### config.mk
export PLATFORM = sky130hd
export DESIGN_NAME = scan_seq_top
export DESIGN_NICKNAME = d
export VERILOG_FILES = /design/src/rtl/scan_pkg.sv /design/src/rtl/scan_cell.sv /design/src/rtl/scan_chain.sv /design/src/rtl/scan_ctrl.sv /design/src/rtl/cg_observer.sv /design/src/rtl/scan_seq_top.sv
export SDC_FILE = /design/constraint.sdc
export NUM_CORES = 1
export LEC_CHECK = 0
export CELL_PAD_IN_SITES_DETAIL_PLACEMENT = 0
export CELL_PAD_IN_SITES_GLOBAL_PLACEMENT = 1
export CORE_MARGIN = 2
export CORE_UTILIZATION = 50
export CTS_BUF_LIST = sky130_fd_sc_hd__clkbuf_8 sky130_fd_sc_hd__clkbuf_16
export DETAILED_ROUTE_END_ITERATION = 12
export DONT_BUFFER_PORTS = 1
export PLACE_DENSITY = 0.91
export SLEW_MARGIN = 40
export SYNTH_ARGS = -nofsm -noshare
export SYNTH_HDL_FRONTEND = slang
export SYNTH_HIERARCHICAL = 1
export SYNTH_SLANG_ARGS = --single-unit
### constraint.sdc
create_clock -name clk_i -period 4.8 [get_ports clk_i]
set_input_delay 0.48 -clock clk_i [delete_from_list [all_inputs] [get_ports clk_i]]
set_output_delay 0.48 -clock clk_i [all_outputs]
set_load 0.005 [all_outputs]
### src/rtl/scan_pkg.sv
package scan_pkg;
  typedef enum logic [2:0] {
    ST_IDLE,
    ST_SHIFT,
    ST_CAPTURE,
    ST_UNLOAD,
    ST_DONE
  } seq_state_e;
endpackage

### src/rtl/scan_cell.sv
module scan_cell (
  input  logic clk_i,
  input  logic rst_ni,
  input  logic se_i,
  input  logic d_i,
  input  logic si_i,
  output logic q_o
);
  logic d_sel;

  assign d_sel = se_i ? si_i : d_i;

  always_ff @(posedge clk_i or negedge rst_ni) begin
    if (!rst_ni) q_o <= 1'b0;
    else         q_o <= d_sel;
  end
endmodule

### src/rtl/scan_chain.sv
module scan_chain #(
  parameter int CHAIN_LEN = 8
) (
  input  logic                 clk_i,
  input  logic                 rst_ni,
  input  logic                 se_i,
  input  logic                 si_i,
  input  logic [CHAIN_LEN-1:0] d_i,
  output logic [CHAIN_LEN-1:0] q_o,
  output logic                 so_o
);
  logic [CHAIN_LEN-1:0] link;

  for (genvar i = 0; i < CHAIN_LEN; i++) begin : g_cell
    if (i == 0) begin : g_head
      assign link[i] = si_i;
    end else begin : g_body
      assign link[i] = q_o[i-1];
    end
    scan_cell i_cell (
      .clk_i  (clk_i),
      .rst_ni (rst_ni),
      .se_i   (se_i),
      .d_i    (d_i[i]),
      .si_i   (link[i]),
      .q_o    (q_o[i])
    );
  end

  assign so_o = q_o[CHAIN_LEN-1];
endmodule

### src/rtl/scan_ctrl.sv
module scan_ctrl
  import scan_pkg::*;
#(
  parameter int CHAIN_LEN = 8,
  parameter int CNT_W     = 8
) (
  input  logic             clk_i,
  input  logic             rst_ni,
  input  logic             start_i,
  input  logic [CNT_W-1:0] pat_count_i,
  output logic             scan_en_o,
  output logic             valid_o,
  output logic             done_o
);
  localparam int BIT_W = (CHAIN_LEN > 1) ? $clog2(CHAIN_LEN) : 1;
  localparam logic [BIT_W-1:0] LAST_BIT = BIT_W'(CHAIN_LEN - 1);

  seq_state_e       state_q;
  logic [BIT_W-1:0] bit_q;
  logic [CNT_W-1:0] left_q;
  logic             first_q;

  always_ff @(posedge clk_i or negedge rst_ni) begin
    if (!rst_ni) begin
      state_q <= ST_IDLE;
      bit_q   <= '0;
      left_q  <= '0;
      first_q <= 1'b0;
    end else begin
      unique case (state_q)
        ST_IDLE, ST_DONE: begin
          if (start_i) begin
            bit_q   <= '0;
            left_q  <= pat_count_i;
            first_q <= 1'b1;
            state_q <= (pat_count_i == '0) ? ST_DONE : ST_SHIFT;
          end
        end
        ST_SHIFT: begin
          if (bit_q == LAST_BIT) begin
            bit_q   <= '0;
            state_q <= ST_CAPTURE;
          end else begin
            bit_q <= bit_q + 1'b1;
          end
        end
        ST_CAPTURE: begin
          left_q  <= left_q - 1'b1;
          first_q <= 1'b0;
          state_q <= (left_q == CNT_W'(1)) ? ST_UNLOAD : ST_SHIFT;
        end
        ST_UNLOAD: begin
          if (bit_q == LAST_BIT) begin
            bit_q   <= '0;
            state_q <= ST_DONE;
          end else begin
            bit_q <= bit_q + 1'b1;
          end
        end
        default: state_q <= ST_IDLE;
      endcase
    end
  end

  assign scan_en_o = (state_q == ST_SHIFT) || (state_q == ST_UNLOAD);
  // first load carries no response
  assign valid_o   = scan_en_o && !first_q;
  assign done_o    = (state_q == ST_DONE);
endmodule

### src/rtl/cg_observer.sv
module cg_observer (
  input  logic clk_i,
  input  logic rst_ni,
  input  logic en_i,
  output logic obs_o
);
  // runs on the ungated clock so a dead enable still shows
  always_ff @(posedge clk_i or negedge rst_ni) begin
    if (!rst_ni) obs_o <= 1'b0;
    else         obs_o <= en_i;
  end
endmodule

### src/rtl/scan_seq_top.sv
module scan_seq_top #(
  parameter int CHAIN_LEN = 8,
  parameter int CNT_W     = 8
) (
  input  logic                 clk_i,
  input  logic                 rst_ni,
  input  logic                 scan_in_i,
  input  logic                 start_i,
  input  logic [CNT_W-1:0]     pat_count_i,
  input  logic [CHAIN_LEN-1:0] func_d_i,
  input  logic                 cg_en_i,
  output logic                 scan_out_o,
  output logic                 scan_valid_o,
  output logic                 scan_en_o,
  output logic                 done_o,
  output logic [CHAIN_LEN-1:0] chain_q_o,
  output logic                 cg_obs_o
);
  logic se;

  scan_ctrl #(.CHAIN_LEN(CHAIN_LEN), .CNT_W(CNT_W)) i_ctrl (
    .clk_i       (clk_i),
    .rst_ni      (rst_ni),
    .start_i     (start_i),
    .pat_count_i (pat_count_i),
    .scan_en_o   (se),
    .valid_o     (scan_valid_o),
    .done_o      (done_o)
  );

  scan_chain #(.CHAIN_LEN(CHAIN_LEN)) i_chain (
    .clk_i  (clk_i),
    .rst_ni (rst_ni),
    .se_i   (se),
    .si_i   (scan_in_i),
    .d_i    (func_d_i),
    .q_o    (chain_q_o),
    .so_o   (scan_out_o)
  );

  cg_observer i_obs (
    .clk_i  (clk_i),
    .rst_ni (rst_ni),
    .en_i   (cg_en_i),
    .obs_o  (cg_obs_o)
  );

  assign scan_en_o = se;
endmodule

==> out/summary.md <==
The flow ran to the end, and the final reports show no timing, DRC or antenna violations. The biggest fanout along the worst timing path is 11, and the number of warnings reported in the yosys synthesis log is 6. The count of nets left with antenna violations once routing finished came out at 0. The effective utilization at floorplan was 52.0%; the final design utilization was 55.7%.

The DRC marker count from the first detailed-route iteration is 21. The run gives 118 as the number of cells produced by synthesis. The path type of the worst min-delay path was input pin to async pin. Highest ir drop seen on vdd: 0.350 mV. The reg2reg setup slack was 3.13 ns. Setup slack on the critical path of the routed design comes to 2.84 ns.

The tools report the clock sink count as 24. The number of cells on the worst reg-to-reg path works out to 4. The cell type with the largest total area after synthesis was sky130_fd_sc_hd__dfrtp_1. TritonCTS built the clock tree. The average vias per placed instance works out to 6.04. Setup repair after global routing left no endpoint under its margin. The row count is 18. The floorplan step defined a die boundary enclosing 0.00295 mm^2.

Relative to the synthesized area, the layout overhead comes to 7.12%. For the worst slew margin relative to its limit, the log shows 62.8%. In the layout the commonest cells are 24 x sky130_fd_sc_hd__dfrtp_1, 12 x sky130_fd_sc_hd__nand2_1, 8 x sky130_fd_sc_hd__mux2_4. The power density relative to cell area was 662 mW/mm^2. Sorting the synthesized cells by area gives the leading types as sky130_fd_sc_hd__dfrtp_1 47%, sky130_fd_sc_hd__mux2_4 9.5%, sky130_fd_sc_hd__ha_1 4.0%. In this run the static leakage power is 0.595 nW. Number of iterations in the first detailed-routing pass: 4. The via count of the first global-routing pass is 856. The worst register-to-register path begins at i_ctrl/state_q[0]. A synthesized cell averages 10.7 um^2. The placed wire-length estimate after detailed placement is 1850 um, and the highest clock frequency the design can meet is 0.511 GHz.

The quantity of I/O buffers inserted on ports is 0. Across the routed clock network, the largest skew measured is 0.00432 ns. The final layout contains routed wiring with a total length of 2540 um. The total inserted antenna cells is 0, and the post-route non-filler standard cell count is 148. The final critical path time including I/O delays and setup came out at 1.96 ns. The first global-routing pass estimated 3950 um of wire.

In this run, placement finished with an instance count of 143. Data on the critical path arrives at its endpoint at 1.48 ns. Summed negative setup slack over all endpoints: 0 ns. At the pin with the least slew margin, the transition time is 0.556 ns.

Sequential cells were found to cover 47.5% of the synthesized design area. Master cell of the clock root buffer: sky130_fd_sc_hd__clkbuf_8. The final number of hold-violating endpoints was 0. The number of max-slew violations in the final report is 0, and the share of the clock period used by the worst path after layout is 40.7%. In the final routed layout, each cell accounts on average for 17.1 um. In this run the post-CTS setup repair buffer count came out at 0.

The final layout contains 144 nets. The reg-to-reg critical path endpoint is i_ctrl/left_q[3]. For the total of max-cap violations, the log shows 0.

The synthesized design devotes to its leading area cell type 47.5% of total area. The count of state elements after synthesis is 24, and the number of distinct standard cells referenced by the synthesized netlist is 35. The finished cells cover 0.00136 mm^2. Global routing used 19.0% of the available tracks across all layers. The die width came out at 54.3 um. For this run, design rule violations remaining after detail routing come to 0.

From bottom edge to top edge, the die measures 54.3 um. The worst setup path is captured at a primary output. Setup violations remaining at the end of the flow were counted as 0. Clock latency reported for the late side of the worst-skew pair: 0.26 ns.

In this run the cell area measured after placement is 0.00126 mm^2. The type of the setup path with the least slack was flip-flop to primary output. For the pin count of the biggest net entering global routing, the log shows 25. 34 I/O pins were placed. The final RePlAce weighted congestion is 0.839. Before CTS, the worst setup slack after placement is 3.14 ns. STA classifies the critical path startpoint as a flip-flop.

The tools report the maximum level of the CTS H-tree as 1. In the final layout, the share of cells above drive strength 1 is 14.4%. After global routing the overflow that remains totals 0.

The tools report the number of antenna violations at the first check in global routing as 0. For this block, the via count after detailed routing is 894. Clock-pin slew was measured on the worst setup and hold paths at 0.09 ns. The floorplan step defined a core boundary enclosing 0.00243 mm^2.

For the synthesized netlist net count, the log shows 143. The run gives 0.00126 mm^2 as the netlist area before placement. Buffers inserted during clock tree synthesis total 3. After clock tree synthesis, the repair step resized 0 gates. The library cell used most frequently in the layout, excluding fill and tap cells, is sky130_fd_sc_hd__dfrtp_1. STA puts the critical path data required time at 4.32 ns. The maximum buffer depth of the clock tree is 2.
[synthesized netlist by cell type (all sizes together)]
| cell type | number |
|---|---|
| o21ai | 4 |
| ha | 4 |
| dfrtp | 24 |
| o221ai | 1 |
| nor3 | 5 |
| or3b | 1 |
| o22ai | 3 |
| o31ai | 2 |
| a31o | 1 |
| o22a | 2 |
| a31oi | 2 |
| a21o | 2 |
| a21oi | 8 |
| nand2 | 12 |
| inv | 5 |
| a311oi | 1 |
| nor4b | 1 |
| xor2 | 3 |
| mux2 | 8 |
| clkbuf | 1 |
| nor3b | 1 |
| buf | 4 |
| nand2b | 4 |
| a211oi | 1 |
| o221a | 1 |
| nor2 | 8 |
| and2b | 1 |
| o211ai | 1 |
| nand3 | 3 |
| nor4 | 4 |
[state kept, by name, indices dropped and copies added, names as in the netlist]
register and flops:
i_ctrl/bit_q 3, i_ctrl/left_q 8, i_ctrl/first_q 1, i_ctrl/state_q 3
i_chain/g_cell.i_cell/q_o 8, i_obs/obs_o 1
[worst max-delay path, cell delays in order (launching register included)]
cell and delay, ns:
sky130_fd_sc_hd__dfrtp_1 0.49, sky130_fd_sc_hd__nand2b_1 0.27, sky130_fd_sc_hd__inv_1 0.45
[report_power, final]
group,leakage [nW],internal [mW],switching [mW]
logic,0.278,0.163,0.153
registers,0.281,0.294,0.110
clock network,0.0357,0.111,0.0640
[how the worst max path moves through the flow]
stage | from | slack, ns | to | depth (start not counted)
floorplan | i_ctrl/state_q[0] | 3.20 | scan_en_o | 3
global placement | i_ctrl/state_q[2] | 3.19 | scan_en_o | 2
detailed placement | i_ctrl/state_q[0] | 3.14 | scan_en_o | 2
CTS | i_ctrl/state_q[0] | 2.83 | scan_en_o | 2
global route | i_ctrl/state_q[0] | 2.72 | scan_en_o | 2
finish | i_ctrl/state_q[2] | 2.84 | scan_en_o | 2
[cell families (layout without fill, tap and decap cells)]
| group | Yosys count | in the layout | synth area share, % |
|---|---|---|---|
| AOI/OAI and AO/OA | 29 | 29 | 15.4 |
| xor gates and xnor gates | 3 | 3 | 2.08 |
| adders and majority gates | 4 | 4 | 3.96 |
| buffers and inverters | 10 | 10 | 4.55 |
| DFF | 24 | 24 | 47.5 |
| muxes | 8 | 8 | 9.50 |
| and+or+nand+nor | 40 | 40 | 17.0 |
[per-stage QoR]
step | hold slack (ns) | total power, mW
detailed placement | 0.185 | 0.716
finish | 0.0187 | 0.897
floorplan | 0.184 | 0.660
global placement | 0.185 | 0.700
global route | 0.00275 | 0.967
CTS | 0.0152 | 0.901
[what timing repair did]
item | in CTS | in global routing
setup endpoints to repair | 0 | 0
endpoints found under the hold margin | 24 | 0
hold buffers | 1 | 0
[cell type report]
cell class	instances	area [um^2]
Fill cell	208	1080
Multi-Input combinational cell	84	607
Sequential cell	24	601
Clock buffer	3	41.3
Tap cell	30	37.5
Clock inverter	1	30.0
Timing Repair Buffer	1	20.0
Inverter	5	18.8
[per-layer routing]
metal	global-route usage, %	up-vias	part of all wire [%]
li1	-	424	-
met1	24.5	441	45
met2	29.1	27	49
met3	5.46	2	5.0
met4	9.17	0	0.67
met5	0	-	0
Note: power is estimated with default switching activity, not from simulation.
